## config.mk

```make
export PLATFORM = sky130hd
export DESIGN_NAME = flash_remap_unit
export DESIGN_NICKNAME = d
export VERILOG_FILES = /design/src/rtl/flash_remap_pkg.sv /design/src/rtl/flash_page_range.sv /design/src/rtl/flash_range_overlap.sv /design/src/rtl/flash_remap_stage.sv /design/src/rtl/flash_remap_unit.sv
export SDC_FILE = /design/constraint.sdc
export NUM_CORES = 1
export LEC_CHECK = 0
export BUFFER_PORTS_ARGS = -buffer_cell sky130_fd_sc_hd__buf_2
export CAP_MARGIN = 40
export CORE_MARGIN = 2
export CORE_UTILIZATION = 54
export DETAILED_ROUTE_END_ITERATION = 6
export PLACE_DENSITY = 0.78
export SLEW_MARGIN = 15
export SYNTH_ARGS = -nofsm -noshare
export SYNTH_HDL_FRONTEND = slang
export SYNTH_HIERARCHICAL = 1
export SYNTH_SLANG_ARGS = --single-unit
export TNS_END_PERCENT = 5
```

## constraint.sdc

```tcl
create_clock -name clk -period 1.21 [get_ports clk]
set_input_delay 0.121 -clock clk [delete_from_list [all_inputs] [get_ports clk]]
set_output_delay 0.121 -clock clk [all_outputs]
set_load 0.01 [all_outputs]
```

## src/rtl/flash_remap_pkg.sv

```systemverilog
package flash_remap_pkg;

  typedef enum logic [1:0] {
    ACC_READ  = 2'd0,
    ACC_PROG  = 2'd1,
    ACC_ERASE = 2'd2,
    ACC_RSVD  = 2'd3
  } acc_kind_e;

  typedef struct packed {
    logic [31:0] addr;
    logic        decrypt;
  } fwd_info_t;

endpackage

```

## src/rtl/flash_page_range.sv

```systemverilog
module flash_page_range #(
  parameter int PG_W = 13
) (
  input  logic [PG_W-1:0] page_i,
  input  logic [PG_W-1:0] lo_i,
  input  logic [PG_W-1:0] hi_i,
  output logic            hit_o
);

  logic enabled;

  always_comb begin
    enabled = (lo_i <= hi_i);
    hit_o   = enabled && (page_i >= lo_i) && (page_i <= hi_i);
  end

endmodule

```

## src/rtl/flash_range_overlap.sv

```systemverilog
module flash_range_overlap #(
  parameter int PG_W = 13
) (
  input  logic [PG_W-1:0] a_lo_i,
  input  logic [PG_W-1:0] a_hi_i,
  input  logic [PG_W-1:0] b_lo_i,
  input  logic [PG_W-1:0] b_hi_i,
  output logic            overlap_o
);

  logic a_en;
  logic b_en;

  always_comb begin
    a_en      = (a_lo_i <= a_hi_i);
    b_en      = (b_lo_i <= b_hi_i);
    overlap_o = a_en && b_en && (a_lo_i <= b_hi_i) && (b_lo_i <= a_hi_i);
  end

endmodule

```

## src/rtl/flash_remap_stage.sv

```systemverilog
module flash_remap_stage
  import flash_remap_pkg::*;
#(
  parameter int ADDR_W = 32
) (
  input  logic              clk,
  input  logic              rst_n,
  input  logic              in_valid_i,
  input  logic [ADDR_W-1:0] in_addr_i,
  input  logic              in_decrypt_i,
  input  logic              in_err_i,
  output logic              out_valid_o,
  output logic [ADDR_W-1:0] out_addr_o,
  output logic              out_decrypt_o,
  output logic              out_err_o
);

  logic              valid_q, valid_d;
  logic [ADDR_W-1:0] addr_q, addr_d;
  logic              dec_q, dec_d;
  logic              err_q, err_d;

  // next-state: access fields load only under the valid enable
  always_comb begin
    valid_d = in_valid_i;
    err_d   = in_err_i;
    addr_d  = addr_q;
    dec_d   = dec_q;
    if (in_valid_i) begin
      addr_d = in_addr_i;
      dec_d  = in_decrypt_i;
    end
  end

  always_ff @(posedge clk or negedge rst_n) begin
    if (!rst_n) begin
      valid_q <= 1'b0;
      addr_q  <= '0;
      dec_q   <= 1'b0;
      err_q   <= 1'b0;
    end else begin
      valid_q <= valid_d;
      addr_q  <= addr_d;
      dec_q   <= dec_d;
      err_q   <= err_d;
    end
  end

  assign out_valid_o   = valid_q;
  assign out_addr_o    = addr_q;
  assign out_decrypt_o = dec_q;
  assign out_err_o     = err_q;

  AST_VALID_LATENCY: assert property (@(posedge clk) disable iff (!rst_n)
    in_valid_i |=> out_valid_o);

  AST_IDLE_HOLD: assert property (@(posedge clk) disable iff (!rst_n)
    !in_valid_i |=> (!out_valid_o && $stable(out_addr_o) && $stable(out_decrypt_o)));

endmodule

```

## src/rtl/flash_remap_unit.sv

```systemverilog
module flash_remap_unit
  import flash_remap_pkg::*;
#(
  parameter int          ADDR_W   = 32,
  parameter int          WIN_W    = 25,
  parameter int          PAGE_LSB = 12,
  parameter int          N_BYPASS = 4,
  parameter logic [31:0] NS_BASE  = 32'h0800_0000,
  parameter logic [31:0] S_BASE   = 32'h0C00_0000
) (
  input  logic                               clk,
  input  logic                               rst_n,
  input  logic                               acc_valid_i,
  input  logic [ADDR_W-1:0]                  acc_addr_i,
  input  logic [1:0]                         acc_kind_i,
  input  logic                               ext_mode_i,
  input  logic                               aes_en_i,
  input  logic [WIN_W-PAGE_LSB-1:0]          ofs_lo_i,
  input  logic [WIN_W-PAGE_LSB-1:0]          ofs_hi_i,
  input  logic [ADDR_W-1:0]                  ofs_value_i,
  input  logic [N_BYPASS*(WIN_W-PAGE_LSB)-1:0] byp_lo_i,
  input  logic [N_BYPASS*(WIN_W-PAGE_LSB)-1:0] byp_hi_i,
  output logic                               out_valid_o,
  output logic [ADDR_W-1:0]                  out_addr_o,
  output logic                               out_decrypt_o,
  output logic                               cfg_err_o
);

  localparam int PG_W  = WIN_W - PAGE_LSB;
  localparam int TAG_W = ADDR_W - WIN_W;
  localparam logic [TAG_W-1:0] NS_TAG = NS_BASE[ADDR_W-1:WIN_W];
  localparam logic [TAG_W-1:0] S_TAG  = S_BASE[ADDR_W-1:WIN_W];

  acc_kind_e         kind;
  logic [TAG_W-1:0]  src_tag;
  logic [PG_W-1:0]   src_page;
  logic              in_win;
  logic              ofs_hit;
  logic [N_BYPASS-1:0] byp_hit;
  logic [N_BYPASS-1:0] byp_ovl;
  logic              byp_any;
  logic              cfg_conflict;
  logic              do_ofs;
  fwd_info_t         fwd;

  always_comb begin
    kind     = acc_kind_e'(acc_kind_i);
    src_tag  = acc_addr_i[ADDR_W-1:WIN_W];
    src_page = acc_addr_i[WIN_W-1:PAGE_LSB];
    in_win   = (src_tag == NS_TAG) || (src_tag == S_TAG);
  end

  flash_page_range #(.PG_W(PG_W)) u_ofs_range (
    .page_i (src_page),
    .lo_i   (ofs_lo_i),
    .hi_i   (ofs_hi_i),
    .hit_o  (ofs_hit)
  );

  for (genvar g = 0; g < N_BYPASS; g++) begin : g_byp
    flash_page_range #(.PG_W(PG_W)) u_range (
      .page_i (src_page),
      .lo_i   (byp_lo_i[g*PG_W +: PG_W]),
      .hi_i   (byp_hi_i[g*PG_W +: PG_W]),
      .hit_o  (byp_hit[g])
    );

    flash_range_overlap #(.PG_W(PG_W)) u_ovl (
      .a_lo_i    (ofs_lo_i),
      .a_hi_i    (ofs_hi_i),
      .b_lo_i    (byp_lo_i[g*PG_W +: PG_W]),
      .b_hi_i    (byp_hi_i[g*PG_W +: PG_W]),
      .overlap_o (byp_ovl[g])
    );
  end

  // bypass and conflict only exist for internal flash
  always_comb begin
    byp_any      = in_win && (|byp_hit) && !ext_mode_i;
    cfg_conflict = (|byp_ovl) && !ext_mode_i;
    do_ofs       = in_win && ofs_hit && (kind == ACC_READ) && !cfg_conflict;
    fwd.addr     = do_ofs ? (acc_addr_i + ofs_value_i) : acc_addr_i;
    fwd.decrypt  = aes_en_i && !byp_any;
  end

  flash_remap_stage #(.ADDR_W(ADDR_W)) u_stage (
    .clk           (clk),
    .rst_n         (rst_n),
    .in_valid_i    (acc_valid_i),
    .in_addr_i     (fwd.addr),
    .in_decrypt_i  (fwd.decrypt),
    .in_err_i      (cfg_conflict),
    .out_valid_o   (out_valid_o),
    .out_addr_o    (out_addr_o),
    .out_decrypt_o (out_decrypt_o),
    .out_err_o     (cfg_err_o)
  );

  AST_WRITE_PASSTHRU: assert property (@(posedge clk) disable iff (!rst_n)
    (acc_valid_i && acc_kind_i != 2'd0) |=> out_addr_o == $past(acc_addr_i));

  AST_EXT_AES_ONLY: assert property (@(posedge clk) disable iff (!rst_n)
    (acc_valid_i && ext_mode_i) |=> out_decrypt_o == $past(aes_en_i));

  AST_AES_OFF_PLAIN: assert property (@(posedge clk) disable iff (!rst_n)
    (acc_valid_i && !aes_en_i) |=> !out_decrypt_o);

  AST_CONFLICT_NO_MOVE: assert property (@(posedge clk) disable iff (!rst_n)
    (acc_valid_i && cfg_conflict) |=> out_addr_o == $past(acc_addr_i));

  AST_OUTSIDE_WINDOW: assert property (@(posedge clk) disable iff (!rst_n)
    (acc_valid_i && !in_win) |=> (out_addr_o == $past(acc_addr_i) &&
                                  out_decrypt_o == $past(aes_en_i)));

  AST_ERR_FOLLOWS_CFG: assert property (@(posedge clk) disable iff (!rst_n)
    ext_mode_i |=> !cfg_err_o);

endmodule

```

* Yosys cells after proc, flatten, opt, wreduce, memory -nomap -nowiden *
Cells that the tools add are included.

operators by class
  multiplexer cells = 1
  reductions and logical operators = 36
  add/sub/neg operators = 1
  eq/ne operators = 2
  order comparisons = 23

operator list
  operator                                                               count
  13-bit <= comparator                                                   18
  13-bit >= comparator                                                   5
  32-bit adder                                                           1
  32-bit two-way mux                                                     1
  1-bit logical AND                                                      29
  7-bit by 3-bit equality test with 1-bit output, second input constant  2
  4-bit OR reduction                                                     2
  1-bit zero test                                                        3
  2-bit zero test                                                        1
  1-bit logical OR                                                       1

storage, ports and cells
  register bits = 35
  output and inout bits = 35
  bits of input ports = 201
  logic and storage cells = 67

* Depth between registers and ports, before layout *
Gate-level depths: netlist of run 1.

  depth after elaboration = 9
  gate-level depth with buffers = 16
  depth with buffers taken out = 14

* Hierarchy *
The synthesis of run 1 kept the hierarchy.

by module, submodules not included
  module               instances  cells an instance  seq. area each (um2)  area each (um2)
  flash_range_overlap  4          158                0.0                   1223.7
  flash_page_range     5          124                0.0                   920.9
  flash_remap_unit     1          312                0.0                   2033.2
  flash_remap_stage    1          72                 875.8                 1431.4

* Least setup slack after synthesis of run 1 *
Ideal clock, no wire load.

  kind = in2reg
  from = input port byp_hi_i[17]
  to = register u_stage.addr_q[30] (netlist: u_stage/out_addr_o[30])
  stages = 14
  slack = -1.671 ns
  library setup time = 0.064 ns
  buffers on the path = 1
  arrival time = 2.818 ns
  required time = 1.146 ns
  cell sequence = inv_1 -> ha_1 -> nand3_1 -> o21bai_1 -> a311o_1 -> a31oi_1 -> a2111oi_2 -> nor4_1 -> nor2_1 -> or3_1 -> clkbuf_1 -> or4_1 -> nand3_1 -> mux2_4

RTL lines
  what                  line                     text
  from (decl)           flash_remap_unit.sv:22   input logic [N_BYPASS*(WIN_W-PAGE_LSB)-1:0] byp_hi_i,
  to (signal assigned)  flash_remap_stage.sv:43  addr_q <= addr_d;
  to (decl)             flash_remap_stage.sv:19  logic [ADDR_W-1:0] addr_q, addr_d;

==> results.txt, run 1 <==
* Outcome: finished, violations left
- The final reports fail on negative setup slack.
* Worst hold path cell count: 3
- Clk Tree Root Cell: clkbuf_16
- Combinational logic is responsible for 71.9% of the overall power.
- Of all nets on the critical path, the largest fanout is 7.
* Area added between synthesis and finish: 45.63%
- Number of optimization iterations in the first detailed-route pass: 7
- Critical path data arrival time: ~3200 ps
* Fin crit share: 242.3%
* Fraction of final layout cells sized beyond drive strength 1: 37.90%
- Max-capacitance violation count: 0
- After clock tree synthesis, the clock-pin slew on the worst setup and hold paths is 60 ps.
- The die covers 25260 um^2.
- Critical R2R Launch: u_stage/out_addr_o[16]$_DFFE_PN0P_
- Data required time at the worst endpoint: 1440 ps
- Std-Cell Core Area: 23540 um^2
- Once routing completed, OpenROAD measured the worst setup slack at -1722 ps.
- Worst reg2reg path depth: 1
- The count of final max-slew check failures was 0.
* Final net count: 2875
- # IOs: 236
* Slew at the pin closest to its max-slew limit: 498.9 ps
- Via total after detailed routing: between 15000 and 20000
- Synthesis produced a netlist with a net count of roughly 2300.
- DRC marker count from the first detailed-route iteration: between 1000 and 1500
* Wire length per cell after detailed routing: 20.30 um
- Summed over all layers, the routed wires come to 51.97 mm.
- Crit-path max cell delay: 480 ps
- PD cells: 550.3 nW/um^2
* Asr flop ratio synth: between 90% and 100%
* Average instance area after synthesis: 7.924 um^2
- The count of nets left with antenna violations once routing finished came out at 0.
- Min-delay src: ext_mode_i
- The filler cells instantiated in the layout total 1480.
* Maximum clock skew at final layout: 0 ps
* PortBufs: 235
* Post-Route Utilization: 80.19%
- The critical path goes through buf_4 -> buf_12 -> ha_1 -> nand4_1 -> a311o_1 -> a31oi_2 -> a2111oi_4 -> nor4_4 -> nor2_4 -> or3_4 -> buf_6 -> or4_4 -> nand3_2 -> mux2_4.
* Worst vdd rail ir drop: 0.0006789 V
- Total routing resource utilization after global routing: 37.45%
- Vertical extent of the die: between 150 and 200 um
- The setup path with the least slack is of type primary input to flip-flop.
- Switching power as a share of total power: 43.07%
- Netlist area before placement: 12960 um^2
- The initialized floorplan defines 56 standard-cell rows.
- Yosys warning total: 6
- Area post-placement: 17900 um^2
- Entering global routing, the biggest net connects 35 pins.
- Sequential share of power: a little over an eighth
- TritonCTS built the clock tree.
- Global route overflow: 0
* Reg-to-reg critical path endpoint: u_stage/out_addr_o[16]$_DFFE_PN0P_
- Counting I/O delays and the setup requirement, the final critical path takes 2932 ps.
* P_int: 0.005915 W
- In this run the tightest slew margin relative to its limit is 66.39%.
* Post-synth EDFFs: 0
- Hold Crit Class: primary input to flip-flop
- The clock network accounts for between 10% and 20% of the total power.
- The initial antenna violation count came to 1.
* H-tree levels: 2
- For this design, the slowest cell found on the critical path is or4_4.
* DP Wirelength: between 40 and 50 mm
* Max Buffers Root-to-Sink: 2
* Predominant post-synthesis flop cell: dfrtp_1
- The clock net in this run drives a total of 35 sinks.
- Starting density of the core: a little under three fifths
- Wire length of the first global-routing pass: 77.13 mm
- Weighted congestion reported at the end of routability-driven placement: 1.019
- Register-to-register setup slack: approximately 380 ps
- In the routed layout, each cell is associated on average with a via count of 6.081.
- The floorplan step set the die width to 158.9 um.
* RSZ-0062 raised after global routing: true
- Synthesis handed over a netlist of about 1600 instances.
- Net switching power figure: between 0.004 and 0.005 W
- Setup violations remaining at the end of the flow were counted as 34.
- Final hold violation count: 0
- Buffers inserted during clock tree synthesis total 5.
* Maximum clock rate: 341.0 MHz
- Fraction of the yosys area taken by sequential cells: 6.756%
* End point of the worst hold path: u_stage/out_err_o$_DFF_PN0_
- Clock insertion delay at the later pin of the skew report: 280 ps
* Post-route DRC: 0
- Cell leakage power: between 10 and 15 nW
- The via count of the first global-routing pass came to roughly 16000.
- Crit path launch type: primary input
- Counting flops and latches in the post-synthesis netlist gives 35.
* Final design instance area without fill: about 19000 um^2
* Type of element capturing the critical path: flip-flop
* Netlist cell types: 65
Yosys cell counts, drive strengths merged (4+ instances only):
cell type,instances,area share [%]
a2111o,4,0.35
a2111oi,5,0.58
a211o,5,0.34
a211oi,6,0.35
a21boi,10,0.69
a21o,48,2.8
a21oi,179,6.9
a221oi,25,2.0
a2bb2oi,4,0.27
a311o,4,0.31
a31oi,9,0.43
and3,11,0.69
and4,10,0.68
buf,5,0.59
clkbuf,16,0.46
dfrtp,35,6.8
ha,434,42
inv,248,7.2
mux2,33,3.7
nand2,148,4.3
nand2b,10,0.48
nand3,65,2.5
nand3b,5,0.29
nand4,54,2.6
nor2,51,1.5
nor2b,18,1.1
nor3,16,0.62
nor4,11,0.53
o211ai,6,0.39
o21a,10,0.58
o21ai,82,3.3
o21bai,7,0.41
o221ai,4,0.27
o31a,6,0.41
o31ai,4,0.27
or4,8,0.61
xnor2,13,0.88
xor2,13,0.88
power by group through the flow:
stage                     Clock, W  Combinational [W]  Sequential, W
after floorplan                  0            0.00350        0.00143
after global placement           0            0.00641        0.00138
after detailed placement         0            0.00676        0.00139
after CTS                  0.00155            0.00696        0.00137
after global routing       0.00160            0.00808        0.00138
final                      0.00155            0.00747        0.00137
state kept, by name, summed over array words and instances, names as in the netlist:
register	count
u_stage/out_decrypt_o	1
u_stage/out_err_o	1
u_stage/out_addr_o	32
u_stage/out_valid_o	1
how the worst max path moves through the flow:
stage,start,end,slack (ps),cells after the start
after detailed placement,ofs_hi_i[6],u_stage/out_addr_o[30]$_DFFE_PN0P_,-2220,16
after global routing,byp_lo_i[23],u_stage/out_addr_o[30]$_DFFE_PN0P_,-1820,15
after global placement,ofs_lo_i[4],u_stage/out_addr_o[30]$_DFFE_PN0P_,-2160,16
after floorplan,acc_addr_i[0],u_stage/out_addr_o[28]$_DFFE_PN0P_,-1360,11
after CTS,ofs_lo_i[4],u_stage/out_addr_o[1]$_DFFE_PN0P_,-1780,19
final,ofs_lo_i[6],u_stage/out_addr_o[30]$_DFFE_PN0P_,-1720,14
metrics by stage:
| step | setup TNS (ps) | total power [W] | cells | setup slack (ps) | hold slack, ps |
|---|---|---|---|---|---|
| 4_1_cts | -55850 | 0.009885 | 2558 | -1776 | 140.0 |
| 5_1_grt | -57380 | 0.01106 | 2559 | -1824 | 158.5 |
| 6_report | -54290 | 0.01039 | 2560 | -1722 | 152.0 |
| 2_1_floorplan | -43600 | 0.004926 | 1636 | -1360 | -174.6 |
| 3_5_place_dp | -71900 | 0.008151 | 2550 | -2224 | 8.054 |
| 3_3_place_gp | -69040 | 0.007786 | 2550 | -2162 | 1.468 |
per-layer routing:
metal,vias to the layer above,track usage [%],wire (um)
li1,7223,-,-
met1,7147,42.31,19580
met2,893,66.83,24570
met3,303,6.017,3992
met4,2,21.69,3818
met5,-,0,13
cell usage in the layout, fill, tap and decap left out, types with 11 or more instances in the layout:
master    count
ha_1        376
buf_4       368
inv_1       206
buf_2       202
a21oi_1     168
nand2_1     143
nand3_1      61
ha_4         56
o21ai_0      54
nand4_1      54
nor2_1       48
a21o_1       48
dfrtp_1      35
inv_2        34
mux2_4       31
buf_6        28
o21ai_1      22
a221oi_1     15
nor2b_1      13
xnor2_1      13
xor2_1       13
buf_12       12
nor3_1       11
a21oi_2      11
worst max-delay path, delay by kind of cell:
kind / cells / cell delay, ps
AO/OA/AOI/OAI: 3 / 600
multiplexers: 1 / 130
AND/OR/NAND/NOR: 6 / 1530
adder cells (fa/ha/maj): 1 / 280
buffers and inverters: 3 / 480
logic make-up after synthesis:
family                     synth area share [%]
adders and majority gates                 42.04
AOI/OAI and AO/OA                         21.38
and+or+nand+nor                           16.02
buffers and inverters                     8.233
DFF                                       6.756
muxes                                     3.812
xor gates and xnor gates                  1.757
area by class of cell:
class	count	area, um^2	share of cell area, %
diodes	1	2.502	0.01325
clock buffers	6	138.9	0.7356
clock inverters	2	35.03	0.1856
inverters	248	953.4	5.050
multi-input cells	1332	12090	64.04
flip-flops and latches	35	875.8	4.639
well taps	319	399.1	2.114
repair buffers	617	4384	23.22
repair_timing:
item | 4_1_cts | 5_1_grt
pin swaps | 16 | 31
setup endpoints to repair | 34 | 34
gates resized for setup | 55 | 118
hold buffers | 1 | 0
endpoints found under the hold margin | 35 | 0
cloned | 0 | 1
buffers inserted | 0 | 2
Note: power is estimated with default switching activity, not from simulation.
==> run 2: changes to the inputs <==
==> constraint.sdc (replaced) <==
create_clock -name clk -period 3.3 [get_ports clk]
set_input_delay 0.33 -clock clk [delete_from_list [all_inputs] [get_ports clk]]
set_output_delay 0.33 -clock clk [all_outputs]
set_load 0.01 [all_outputs]
==> run 2 against run 1 <==
- the run ends with design-rule violations left
- largest cell class unchanged
- cell count shrank 5.9%
- register-to-register slack gained 2100 ps
- combinational power shrank 69%
- wire length shrank 11%
- critical path depth grew 5
- die area is the same
- cell area shrank 11%
- clock-buffer cell count shrank 1
==> results.txt, run 2 (synthesized netlist as in run 1, its figures left out) <==
- The flow ran to the end, but the final reports show violations.
- The final reports fail on design-rule violations.
- The number of flip-flops under the largest register name was 32 (unchanged).
- Fraction of final layout cells sized beyond drive strength 1: 27.72% (-10 points)
- Max Transition Viols Final: 0 (unchanged)
* Maximum clock rate: 307.8 MHz
- Maximum clock skew at final layout: 0 ps (unchanged)
* Vertical extent of the die: 158.9 um (unchanged)
- Commonest cells after routing, fill and taps aside: ha_1 (427), inv_1 (246), buf_2 (225)
* Clock-pin slew on the worst setup and hold paths: 60 ps (about the same)
- The worst path uses 98.44% of the clock period.
- Number of optimization iterations in the first detailed-route pass: 7 (unchanged)
- The final layout net count was 2724 (-5.3%).
- The maximum vdd drop was 0.0002071 V (-69%).
- Worst reg2reg path depth: 1 (unchanged)
- Clk Tree Root Cell: clkbuf_16
- Chip width: 158.9 um (unchanged)
- The number of vias after detailed routing came to 14490 (-6.9%).
* Antenna-violating nets left: 0 (unchanged)
- The final weighted congestion in routability-driven placement was 1.000 (-1.9%).
* Maximum net fanout on the critical path: 5 (-2)
* Total power: 0.003367 W (-68%)
- The wire length per cell is 19.22 um (-5.3%).
- TritonCTS built the clock tree.
* Die Footprint: 25260 um^2 (unchanged)
- Type of the setup path with the least slack: primary input to flip-flop
- The delay of the slowest critical-path stage came to 440 ps (-40 ps).
- The core footprint came to 23540 um^2 (unchanged).
- Total of fill cells in the finished design: 1892 (+28%)
- Buffer and inverter count on the worst path: 7 (+4)
* Crit-path slowest cell: a2111o_1
* Total routing resource utilization after global routing: 34.86% (-2.6 points)
- PD cells: 200.9 nW/um^2 (-63%)
* Most repeated library cell on the critical path: buf_4
- # IOs: 236 (unchanged)
* Max-capacitance violation count: 0 (unchanged)
* Slew at the pin closest to its max-slew limit: 594.9 ps (+96.01 ps)
- Cell leakage power: 9.402 nW (-7.6%)
- Hold Crit Class: primary input to flip-flop
- H-tree levels: 2 (unchanged)
* Crit path launch type: primary input
- The detailed placement HPWL is 38.90 mm (-5.7%).
- Worst hold path cell count: 3 (unchanged)
- Final Routed Wirelength: 46.32 mm (-11%)
- Cts bufs inserted: 5 (unchanged)
* Post-route DRC: 4 (+4)
- Data required time at the worst endpoint: 3470 ps (+2030 ps)
- Among cell families on the critical path, the largest total delay comes from buffers and inverters.
- The largest net degree at the start of global routing was 41 (+17%).
- Starting density of the core: 55.06% (unchanged)
- Critical path data arrival time: 3410 ps (+250 ps)
- Global route overflow: 0 (unchanged)
* PortBufs: 235 (unchanged)
- Total placed cells including tap cells: 2395 (-6.1%)
- Final min period: 3249 ps
- DRC marker count from the first detailed-route iteration: 981 (-22%)
* Final hold violation count: 0 (unchanged)
* Via density per instance: 6.013 (-1.1%)
- The global-route wire length before repair is 71.64 mm (-7.1%).
* Vias in the first global route: 14630 (-7.4%)
* Number of antenna violations at the first check in global routing: 4 (+3)
- The critical path depth was 19 (+5).
- The worst setup path is captured at a flip-flop.
- The buffer levels on the longest clock path came to 2 (unchanged).
- Commonest non-fill, non-tap cell in the layout: ha_1
* Number of endpoints failing setup at the final stage: 0 (-100%)
- The clock insertion delay at the later pin of the skew report is 280 ps (about the same).
- Standard-cell row count: 56 (unchanged)
- RSZ-0062 raised after global routing: true
- From synthesis to final layout, the design area changed by 29.31%.
- The relative slew slack came to 60.34% (-6.0 points).
- Critical path cell sequence: clkbuf_4 -> buf_4 -> inv_1 -> ha_1 -> and3_4 -> o21ai_2 -> nand3_1 -> a2111o_1 -> a2111oi_4 -> nor4_4 -> buf_4 -> nor2_4 -> buf_4 -> nor3_2 -> buf_4 -> buf_4 -> nand4_1 -> nand3_2 -> mux2_4
- Clock sink count: 35 (unchanged)
* Post-Route Utilization: 71.21% (-9.0 points)
* Post-route insts no fill: 2410 (-5.9%)
==> run 2: cell count changes in the layout (fill, tap and decap cells not counted), moves of 23 or more <==
| cell | previous run | this run |
|---|---|---|
| buf_2 | 202 | 225 |
| buf_4 | 368 | 224 |
| inv_1 | 206 | 246 |
| ha_1 | 376 | 427 |
| ha_4 | 56 | 7 |
| buf_6 | 28 | 1 |
| inv_2 | 34 | 2 |
==> run 2: through the flow <==
| stage | setup TNS [ps] | hold slack [ps] | worst slack [ps] | cell area, um^2 |
|---|---|---|---|---|
| floorplan | 0 | 34.41 | 209.6 | 12960 |
| global placement | -8358 | 461.7 | -334.5 | 16170 |
| detailed placement | -11030 | 482.7 | -433.1 | 16190 |
| CTS | 0 | 184.2 | 4.984 | 16380 |
| global route | -171.2 | 380.6 | -50.29 | 16760 |
| finish | 0 | 384.6 | 51.32 | 16760 |
==> run 2: repair_timing <==
item | 4_1_cts | 5_1_grt
buffers inserted | 0 | 3
hold buffers | 0 | 1
hold endpoints to repair | 0 | 5
pin swaps | 1 | 18
endpoints found under the setup margin | 24 | 31
gates resized for setup | 3 | 60
cloned | 0 | 1
==> run 2: worst paths after layout <==
kind | slack (ps) | from | endpoint
max in group asynchronous | 2470 | rst_n | u_stage/out_addr_o[22]$_DFFE_PN0P_
max | 50 | ofs_hi_i[2] | u_stage/out_addr_o[30]$_DFFE_PN0P_
max reg2reg | 2500 | u_stage/out_addr_o[16]$_DFFE_PN0P_ | u_stage/out_addr_o[16]$_DFFE_PN0P_
min in group asynchronous | 430 | rst_n | u_stage/out_addr_o[5]$_DFFE_PN0P_
min reg2reg | 510 | u_stage/out_addr_o[5]$_DFFE_PN0P_ | u_stage/out_addr_o[5]$_DFFE_PN0P_
min | 380 | ext_mode_i | u_stage/out_err_o$_DFF_PN0_
==> run 2: layout make-up <==
cell class              count  area [um^2]  share of cell area (%)
diodes                      2        5.005                 0.02986
repair buffers            466         3062                   18.26
inverters                 248        930.9                   5.553
flip-flops and latches     35        875.8                   5.225
well taps                 319        399.1                   2.381
clock inverters             3        43.79                  0.2612
clock buffers               5        125.1                  0.7464
multi-input cells        1332        11320                   67.54
==> run 2: power breakdown <==
part           internal [W]  total [W]  switching, W
Combinational       0.00106    0.00232       0.00126
Sequential         0.000473   0.000499     0.0000263
Clock              0.000356   0.000552      0.000196
==> run 2: layer usage <==
layer | track usage (%) | wire (um) | vias up | share of wire, %
met5 | 0 | 27 | - | 0.058
met4 | 19.38 | 2859 | 4 | 6.2
met3 | 6.017 | 3827 | 200 | 8.3
met2 | 60.22 | 21250 | 640 | 46
met1 | 41.04 | 18350 | 6746 | 40
li1 | - | - | 6902 | -
==> run 3: changes to the inputs <==
--- a/config.mk
+++ b/config.mk
@@ -5,10 +5,11 @@
 export SDC_FILE = /design/constraint.sdc
 export NUM_CORES = 1
 export LEC_CHECK = 0
-export BUFFER_PORTS_ARGS = -buffer_cell sky130_fd_sc_hd__buf_2
+export BUFFER_PORTS_ARGS = -buffer_cell sky130_fd_sc_hd__clkbuf_2
 export CAP_MARGIN = 40
 export CORE_MARGIN = 2
 export CORE_UTILIZATION = 54
+export CTS_BUF_LIST = sky130_fd_sc_hd__clkbuf_8 sky130_fd_sc_hd__clkbuf_16
 export DETAILED_ROUTE_END_ITERATION = 6
 export PLACE_DENSITY = 0.78
 export SLEW_MARGIN = 15
==> run 3 against run 2 <==
- clock-buffer cell count is the same
- non-clock buffer count shrank 2
- highest routed layer is now met4
- via count decreased by 1.2%
- clock skew is the same
- clock power grew 2%
- first-iteration DRC count grew 0.92%
- sequential share of layout area hardly changed
- cell area down 0.14%
- maximum frequency fell by 1.8%
- sequential power hardly changed
- the flow finishes with violations (design-rule violations, negative setup slack)
==> results.txt, run 3 (synthesized netlist as in run 1, its figures left out) <==
- The clock tree skew after final layout is 0 ps (unchanged).
- Highest routing layer actually used: met4
- Standard-cell row count: 56 (unchanged)
- The worst hold-check slack is 356.1 ps (-28.49 ps).
* Worst vdd rail ir drop: 0.0002077 V (+0.27%)
- Crit path launch type: primary input
- Vertical extent of the die: 158.9 um (unchanged)
- Total of fill cells in the finished design: 1839 (-2.8%)
* Vias in the first global route: 14220 (-2.8%)
* Total routing resource utilization after global routing: 34.44% (-0.42 points)
* Max Buffers Root-to-Sink: 2 (unchanged)
* H-tree levels: 2 (unchanged)
* Number of antenna cells inserted: 0 (-2)
- Flip-flop count of the largest register, all copies and words added: 32 (unchanged)
* Std-Cell Core Area: 23540 um^2 (unchanged)
- Post-route DRC: 4 (unchanged)
* Via density per instance: 5.951 (-1.0%)
* Clock sink count: 35 (unchanged)
- The critical path is of the primary input to flip-flop type.
- Area added between synthesis and finish: 29.13%
- The achievable clock frequency came to 302.4 MHz (-1.8%).
- PD cells: 201.6 nW/um^2 (+0.37%)
- Leaving out fill and tap cells, the most frequent cell in the layout is ha_1.
- Relative max-transition margin: 65.13% (+4.8 points)
- Wire length per cell after detailed routing: 19.33 um (+0.58%)
- The total congestion overflow after global routing came to 0 (unchanged).
- The starting density of the core came to 55.06% (unchanged).
- Max Transition Viols Final: 0 (unchanged)
- The final weighted congestion in routability-driven placement came to 1.014 (+1.4%).
- Final Routed Wirelength: 46.51 mm (+0.42%)
- Final net count: 2722 (-0.073%)
- The met1 layer wirelength in the final routing is 18.76 mm (+2.2%).
* Clk Tree Root Cell: clkbuf_16
- The data arrival time of the worst path is 3470 ps (+60 ps).
- Final hold violation count: 0 (unchanged)
- The iteration-0 DRC count of the detailed router came to 990 (+0.92%).
* Fin crit share: 100.2% (+1.8 points)
- The number of buffer cells added on primary ports was 235 (unchanged).
- Via total after detailed routing: 14320 (-1.2%)
* DP Wirelength: 38.73 mm (-0.44%)
* Clock-pin slew on the worst setup and hold paths: 70 ps (about the same)
- Final min period: 3307 ps (+58.53 ps)
- The checks that failed: design-rule violations, negative setup slack.
- The largest fanout on the critical path is 24 (+19).
* Clock insertion delay at the later pin of the skew report: 280 ps (about the same)
- The I/O pin count came to 236 (unchanged).
- The required time at the endpoint of the critical path is 3470 ps (about the same).
- Number of endpoints failing setup at the final stage: 1 (+1)
* Antenna-violating nets left: 0 (unchanged)
* Chip width: 158.9 um (unchanged)
- The number of cells on the worst reg-to-reg path was 1 (unchanged).
- Commonest cells after routing, fill and taps aside: ha_1 (426), inv_1 (245), buf_4 (224)
* Die Footprint: 25260 um^2 (unchanged)
- The depth of the worst hold-timing path was 3 (unchanged).
- Max-capacitance violation count: 0 (unchanged)
* Number of antenna violations at the first check in global routing: 0 (-4)
- Wire length of the first global-routing pass: 70.39 mm (-1.7%)
- Fraction of final layout cells sized beyond drive strength 1: 27.65% (-0.069 points)
* Slew at the pin closest to its max-slew limit: 523.1 ps (-71.87 ps)
* Placement Setup Slack: -519.1 ps (-86.00 ps)
* Hold Crit Class: primary input to flip-flop
- The largest net degree at the start of global routing is 50 (+22%).
- The wire length on met3 was 3.599 mm (-6.0%).
* Total met2 wirelength after detailed routing: 21.04 mm (-0.99%)
- Cell leakage power: 9.447 nW (+0.48%)
- RSZ-0062 raised after global routing: true
- The post-route worst setup slack came to -7.210 ps (-58.53 ps).
* Cts bufs inserted: 5 (unchanged)
* Type of element capturing the critical path: flip-flop
- TritonCTS built the clock tree.
* Number of optimization iterations in the first detailed-route pass: 7 (unchanged)
- The flow ran to the end, but the final reports show violations.
run 3: changes by cell type in the layout (fill, tap and decap cells not counted), moves of 2 or more:
cell       previous run  this run
nor4_2                2         0
diode_2               2         0
clkbuf_4              6        10
clkbuf_16             5         7
o21ai_1               5         9
o21ai_0              72        68
a2bb2oi_1             2         0
clkbuf_2              0       219
nor4_1                7         9
buf_2               225         5
buf_12                8         2
run 3: per-layer routing:
| metal | vias to the layer above | global-route usage (%) |
|---|---|---|
| li1 | 6913 | - |
| met1 | 6556 | 41.61 |
| met2 | 637 | 58.67 |
| met3 | 212 | 5.001 |
| met4 | 0 | 19.63 |
| met5 | - | 0 |
run 3: worst max-delay path: stages:
cell and delay [ps]:
buf_2 220, buf_4 210, ha_1 290, and4_1 230, nand2_1 120, or4_4 510
a221oi_4 270, nand2_2 120, or3_4 480, clkbuf_16 220, nand2_1 90, o21ai_0 100
mux2_4 270
run 3: report_power, final:
part / internal [W] / switching, W
Sequential: 0.000473 / 0.0000259
Combinational: 0.00105 / 0.00126
Clock: 0.000357 / 0.000205
Total: 0.00188 / 0.00149
run 3: repair_timing:
action,in CTS,in global routing
endpoints found under the setup margin,28,30
buffers inserted,0,5
hold buffers,1,0
hold endpoints to repair,14,0
resized for setup,16,58
gates cloned,0,2
pin swaps,3,16
run 3: layout make-up:
class / count / area, um^2 / area share [%]
clock inverter: 3 / 43.79 / 0.2616
sequential: 35 / 875.8 / 5.232
multi-input combinational: 1332 / 11360 / 67.86
tap: 319 / 399.1 / 2.384
timing repair buffer: 464 / 3005 / 17.95
inverter: 248 / 930.9 / 5.561
clock buffer: 5 / 125.1 / 0.7474
run 3: final timing paths:
| path | start | end | slack (ps) |
|---|---|---|---|
| setup / recovery | ofs_lo_i[8] | u_stage/out_addr_o[6]$_DFFE_PN0P_ | -7 |
| hold / removal | ext_mode_i | u_stage/out_err_o$_DFF_PN0_ | 360 |
| setup reg to reg | u_stage/out_addr_o[16]$_DFFE_PN0P_ | u_stage/out_addr_o[16]$_DFFE_PN0P_ | 2500 |
| hold reg to reg | u_stage/out_addr_o[31]$_DFFE_PN0P_ | u_stage/out_addr_o[31]$_DFFE_PN0P_ | 510 |
| max in group asynchronous | rst_n | u_stage/out_addr_o[21]$_DFFE_PN0P_ | 2310 |
| min in group asynchronous | rst_n | u_stage/out_addr_o[26]$_DFFE_PN0P_ | 520 |
run 3: metrics by stage:
step	total power, W	cells	setup TNS, ps	util [%]	cell area [um^2]
after floorplan	0.001750	1636	0	-	12960
after global placement	0.002577	2388	-10770	68.16	16050
after detailed placement	0.002677	2390	-13880	68.36	16090
after CTS	0.003251	2399	0	69.41	16340
after global routing	0.003629	2406	-427.4	71.10	16740
final	0.003375	2406	-7.210	71.10	16740
